--- config.mk ---
export PLATFORM = sky130hd
export DESIGN_NAME = dsm_strobe_dec
export DESIGN_NICKNAME = d
export VERILOG_FILES = /design/src/rtl/dsm_pkg.sv /design/src/rtl/dsm_strobe_dec.sv
export SDC_FILE = /design/constraint.sdc
export NUM_CORES = 1
export LEC_CHECK = 0
export BUFFER_PORTS_ARGS = -buffer_cell sky130_fd_sc_hd__clkbuf_2
export CORE_ASPECT_RATIO = 1.2
export CORE_MARGIN = 2
export CORE_UTILIZATION = 40
export DETAILED_ROUTE_END_ITERATION = 16
export PLACE_DENSITY = 0.78
export SYNTH_ARGS = -nofsm -noshare
export SYNTH_HDL_FRONTEND = slang
export SYNTH_SLANG_ARGS = --single-unit
--- constraint.sdc ---
create_clock -name clk -period 1.6 [get_ports clk]
set_input_delay 0.24 -clock clk [delete_from_list [all_inputs] [get_ports clk]]
set_output_delay 0.24 -clock clk [all_outputs]
set_load 0.02 [all_outputs]
--- src/rtl/dsm_pkg.sv ---
package dsm_pkg;

  typedef enum logic [2:0] {
    CK_IDLE     = 3'd0,
    CK_READ     = 3'd1,
    CK_WRITE    = 3'd2,
    CK_ROWONLY  = 3'd3,
    CK_COLFIRST = 3'd4
  } cyc_kind_e;

  // Internal column strobe (active low): low while either lane strobe is low.
  function automatic logic merge_col_n(input logic lo_n, input logic hi_n);
    return lo_n & hi_n;
  endfunction

  // Lane enables {upper, lower} from the two active-low lane strobes.
  function automatic logic [1:0] lane_enables(input logic lo_n, input logic hi_n);
    return {~hi_n, ~lo_n};
  endfunction

endpackage

--- src/rtl/dsm_strobe_dec.sv ---
module dsm_strobe_dec import dsm_pkg::*; #(
  parameter int ROW_W = 9
) (
  input  logic             clk,
  input  logic             rst_n,
  input  logic             s_rs,
  input  logic             s_lo,
  input  logic             s_hi,
  input  logic             s_we,
  input  logic [ROW_W-1:0] s_addr,
  output logic             s_ics,
  output logic             row_fall,
  output logic             ics_fall,
  output logic             we_fall,
  output logic             colfirst,
  output logic             row_open,
  output logic             ref_mode,
  output logic             col_valid,
  output logic [ROW_W-1:0] row_q,
  output logic [ROW_W-1:0] col_q,
  output logic [ROW_W-1:0] ref_ctr,
  output logic             wr_evt,
  output logic [ROW_W-1:0] wr_col,
  output logic [1:0]       lanes,
  output logic             touch_vld,
  output logic [ROW_W-1:0] touch_row,
  output cyc_kind_e        kind
);
  logic p_rs, p_ics, p_we;
  logic row_rise, ics_rise;

  assign s_ics    = merge_col_n(s_lo, s_hi);
  assign lanes    = lane_enables(s_lo, s_hi);
  assign row_fall = p_rs & ~s_rs;
  assign row_rise = ~p_rs & s_rs;
  assign ics_fall = p_ics & ~s_ics;
  assign ics_rise = ~p_ics & s_ics;
  assign we_fall  = p_we & ~s_we;
  assign colfirst = row_fall & ~p_ics;

  // Capture at the later of the two falls.
  assign wr_evt    = row_open & ~s_ics & ~s_we & (we_fall | ics_fall);
  assign wr_col    = ics_fall ? s_addr : col_q;
  assign touch_vld = row_fall;
  assign touch_row = colfirst ? ref_ctr : s_addr;

  always_ff @(posedge clk or negedge rst_n) begin
    if (!rst_n) begin
      p_rs      <= 1'b1;
      p_ics     <= 1'b1;
      p_we      <= 1'b1;
      row_open  <= 1'b0;
      ref_mode  <= 1'b0;
      col_valid <= 1'b0;
      row_q     <= '0;
      col_q     <= '0;
      ref_ctr   <= '0;
      kind      <= CK_IDLE;
    end else begin
      p_rs  <= s_rs;
      p_ics <= s_ics;
      p_we  <= s_we;
      if (row_fall) begin
        row_q    <= touch_row;
        row_open <= ~colfirst;
        ref_mode <= colfirst;
        kind     <= colfirst ? CK_COLFIRST : CK_ROWONLY;
        if (colfirst) ref_ctr <= ref_ctr + 1'b1;
      end else if (row_rise) begin
        row_open  <= 1'b0;
        ref_mode  <= 1'b0;
        col_valid <= 1'b0;
      end
      if (row_open && ics_fall) begin
        col_q     <= s_addr;
        col_valid <= 1'b1;
        kind      <= s_we ? CK_READ : CK_WRITE;
      end else if (ics_rise) begin
        col_valid <= 1'b0;
      end
      if (wr_evt && !ics_fall) kind <= CK_WRITE;
    end
  end
endmodule

After elaboration in Yosys (flattened, before gate mapping)
Index checks and enable logic that the tools add are counted.
Widths: inputs -> output; s select.
{"block": "classes", "n_eq_ne": 1, "bitwise_logic": 19, "reduce_logical": 8, "mux": 13, "n_addsub": 1}
{"op": "$mux 9", "count": 2}
{"op": "$mux 3", "count": 4}
{"op": "$and 1x1->1", "count": 10}
{"op": "$add 9x1->9 const B", "count": 1}
{"op": "$not 1->1", "count": 8}
{"op": "$mux 1", "count": 6}
{"op": "$reduce_bool 3->1", "count": 2}
{"op": "$reduce_and 2->1", "count": 2}
{"op": "$ne 3x1->1 const B", "count": 1}
{"op": "$logic_and 1x1->1", "count": 2}
{"op": "$mux 2", "count": 1}
{"op": "$reduce_bool 2->1", "count": 1}
{"op": "$logic_not 1->1", "count": 1}
{"op": "$or 1x1->1", "count": 1}
{"block": "word_totals", "regBits": 36, "output_inout_bits": 60, "elab_cells": 52}

Longest topological paths before layout
{"block": "logic_depth", "ltp_word": 7, "mapped_depth": 9, "depth_no_buf": 6}

Worst setup path before layout
OpenSTA, ideal clock, no wires.
{"block": "synth_path", "path_type": "flip-flop to output port", "from": "reg p_rs", "to": "out touch_row[4]", "path_stages_with_launch": 7, "path_buffers": 3, "t_required_ns": 1.360, "slack_ns": -0.506, "arrival_ns": 1.866, "cell_sequence": "dfstp_2 > ha_1 > buf_2 > nand2b_4 > buf_6 > buf_2 > o21ai_0"}
{"block": "synth_between", "elab_chain_cells": 3}
{"element": "start: declaration", "line_no": "dsm_strobe_dec.sv:29", "source": "logic p_rs, p_ics, p_we;"}
{"element": "start signal: assignment", "line_no": "dsm_strobe_dec.sv:60", "source": "p_rs <= s_rs;"}
{"element": "$and 1x1->1", "line_no": "dsm_strobe_dec.sv:34", "source": "assign row_fall = p_rs & ~s_rs;"}
{"element": "net row_fall", "line_no": "dsm_strobe_dec.sv:12", "source": "output logic row_fall,"}
{"element": "$and 1x1->1", "line_no": "dsm_strobe_dec.sv:39", "source": "assign colfirst = row_fall & ~p_ics;"}
{"element": "$mux 9", "line_no": "dsm_strobe_dec.sv:45", "source": "assign touch_row = colfirst ? ref_ctr : s_addr;"}
{"element": "end: declaration", "line_no": "dsm_strobe_dec.sv:26", "source": "output logic [ROW_W-1:0] touch_row,"}
The timed path passes the listed nets, and every way through them passes these cells.

Final worst setup path
{"block": "layout_path", "from": "reg p_ics", "to": "out wr_col[7]"}
{"block": "layout_between", "elab_chain_cells": 2}
{"element": "start: declaration", "line_no": "dsm_strobe_dec.sv:29"}
{"element": "start signal: assignment", "line_no": "dsm_strobe_dec.sv:61", "source": "p_ics <= s_ics;"}
{"element": "$and 1x1->1", "line_no": "dsm_strobe_dec.sv:36", "source": "assign ics_fall = p_ics & ~s_ics;"}
{"element": "$mux 9", "line_no": "dsm_strobe_dec.sv:43", "source": "assign wr_col = ics_fall ? s_addr : col_q;"}
{"element": "end: declaration", "line_no": "dsm_strobe_dec.sv:23", "source": "output logic [ROW_W-1:0] wr_col,"}
No other way between the ends.

==> out/metrics.yaml <==
viasPerCell: 4.95
grt_pass1_wl_mm: 8.33
pwr-share-seq_pct: 37.1
overflow: 0
antenna_cells: 0
regArea_sq_um: 905
status: "finished with violations"
post-route-min-period_ps: 1950
power.density_nw_per_um2: 1160
cap_violations: 0
drc: 0
synthFlopType: "dfrtp_1"
synth_top_area_share_pct: 44.3
hold_viol: 0
clkLatencyLatePin_ps: 280
root_buffer: "clkbuf_8"
crit_type: "reg -> out"
crit_path_start_kind: "register"
syn_inst: 173
power_leakage_uw: 0.00160
yosysMostFrequentCell: "nand2_1"
clkPwrFrac_pct: 18.8
cts_max_level: 2
port_buffers: 74
routed_wl_mm: 5.53
syn-num-nets: 191
drtAntennaViolNets: 0
yosys_warnings: 0
power.internal_uw: 2120
die_w_um: 66.3
ir_drop_mv: 0.835
crit_chain: "a21boi_4 -> buf_12 -> mux2_2 -> clkbuf_2"
max_freq_ghz: 0.514
comb_power_share_pct: 44.1
die-height_um: 78.8
clock_sinks: 36
slowest_delay_ps: 540
switching_share_pct: 40.6
path_clk_slew_ps: 70
hp-class: "in -> reg"
setup_slack_ps: -347
max_slew_margin_pct: 65.3
maxSlewViolCount: 0
synth-async-reset-ratio_pct: 100
dp.cells: 308
first_pass_iters: 4
core-area_sq_um: 4530
nets: 296
yosysSeqAreaShare_pct: 48.5
gp_congestion: 0.822
fin_cells: 337
drtIter0Drc: 49
nFillCells: 339
crit_buf_inv: 2
avgSynthCellArea_sq_um: 10.8
drive_above_1_share_pct: 62.0
crit_family: "flip-flops"
grt_pass1_vias: 1650
cp.arrival_ps: 1710
p_sw_uw: 1450
setup_viol: 25
multi_input_area_sq_um: 1090
cp_max_fo: 9
fp.dieArea_sq_um: 5230
failed_checks: "setup timing"
synth.area.top_cells: "dfrtp_1 (44%), nand2_1 (6.8%), mux2_4 (6.4%)"
ys_ff_latch: 36
synth-edff-count: 0
grt_setup_unrepaired: "true"
vias: 1669
rows: 27
fin_util_pct: 68.0
hpwl_mm: 3.53
tightest_slew_ps: 521
yosys.area.top_type: "dfrtp_1"
antenna_found_initial: 0
crit_slowest_cell: "dfstp_2"
synth_commonest_cells: "nand2_1 (34), dfrtp_1 (33), nor2_1 (14)"
crit_required_ps: 1360
initial_core_util_pct: 41.2
synthToLayoutAreaGrowth_pct: 64.9
gr-usage-all-layers_pct: 21.0
ioPinCount: 75
crit_path_end_kind: "primary output"
syn-cell-area_sq_um: 1870
cts_tree: "done"
clock_skew_ps: 4.53
drt-wirelength-per-cell_um: 16.4
ys_types: 36
fin_crit_sh_pct: 122
clockBufferDepth: 2
numCtsBuffers: 5
grt_max_degree: 20
==> power by group through the flow <==
| stage | sequential (uW) | clock [uW] | combinational [uW] |
|---|---|---|---|
| floorplan | 1570 | 0 | 628 |
| CTS | 1310 | 681 | 1510 |
| global route | 1350 | 723 | 1680 |
| detailed placement | 1330 | 0 | 1380 |
| global placement | 1320 | 0 | 1350 |
| finish | 1320 | 669 | 1570 |
==> state kept, by name, indices dropped and copies added (netlist names), 3 cells and up <==
signal / flops
col_q: 9
ref_ctr: 9
row_q: 9
kind: 3
==> layout make-up <==
type                            count  share of cell area, %
Clock buffer                        6                   2.68
Clock inverter                      2                  0.325
Inverter                            7                   1.10
Multi-Input combinational cell    119                   35.3
Sequential cell                    36                   29.4
Tap cell                           58                   2.36
Timing Repair Buffer              109                   28.8
==> per-stage QoR <==
step	setup WS, ps	hold WS (ps)	area, sq um	power (uW)	TNS (ps)
CTS	-350	65.7	2970	3510	-5720
finish	-347	70.2	3080	3560	-5770
global route	-381	61.9	3080	3750	-6870
floorplan	-22.0	-55.6	2010	2200	-140
detailed placement	-86.3	238	2500	2710	-609
global placement	-34.0	227	2500	2670	-280
==> logic make-up (layout without fill, tap and decap cells) <==
group	after synthesis	after routing	synth area share (%)
AOI/OAI and AO/OA	20	20	6.44
xor gates and xnor gates	8	8	3.76
adders and majority gates	3	3	2.01
buffers and inverters	18	124	5.50
DFF	36	36	48.5
muxes	27	27	17.3
and+or+nand+nor	61	61	16.5
==> worst paths after layout <==
check                           startpoint        end  slack (ps)  cells after the start
worst max register to register       p_ics    kind[1]        -130                     11
worst max-delay path                 p_ics  wr_col[7]        -350                      4
worst min-delay path                  s_we       p_we          70                      1
worst min register to register    ref_mode   ref_mode         500                      2
max in group asynchronous            rst_n   ref_mode         660                      3
min in group asynchronous            rst_n   col_q[7]         470                      2
==> placed cells by master, fill, tap and decap left out, types with 2 or more instances in the layout <==
master	n
clkbuf_2	55
dfrtp_1	33
buf_4	19
nand2_4	17
nor2_1	13
buf_8	12
nand2_1	11
a21oi_1	10
mux2_2	9
mux2i_1	9
mux2_4	8
buf_6	8
nand2_2	7
clkbuf_8	7
inv_1	6
buf_2	6
buf_12	6
xnor2_1	5
nor4_4	3
xor2_1	3
o21ai_0	3
dfstp_2	3
o21ai_4	2
nand2b_1	2
ha_1	2
clkinv_2	2
==> what timing repair did <==
item                                    4_1_cts  5_1_grt
gates cloned                                  1        1
hold buffers                                  1        0
pin swaps                                     5        7
endpoints found under the hold margin        15        0
resized for setup                            58       28
endpoints found under the setup margin       21       30
buffers inserted                             12        7
==> per-layer routing <==
metal | GRT usage [%] | vias to the layer above | wire length, um
li1 | - | 784 | -
met1 | 25.8 | 834 | 2220
met2 | 37.3 | 43 | 3020
met3 | 2.97 | 8 | 200
met4 | 7.14 | 0 | 80
met5 | 0 | - | 0
(Power assumes the default switching activity.)
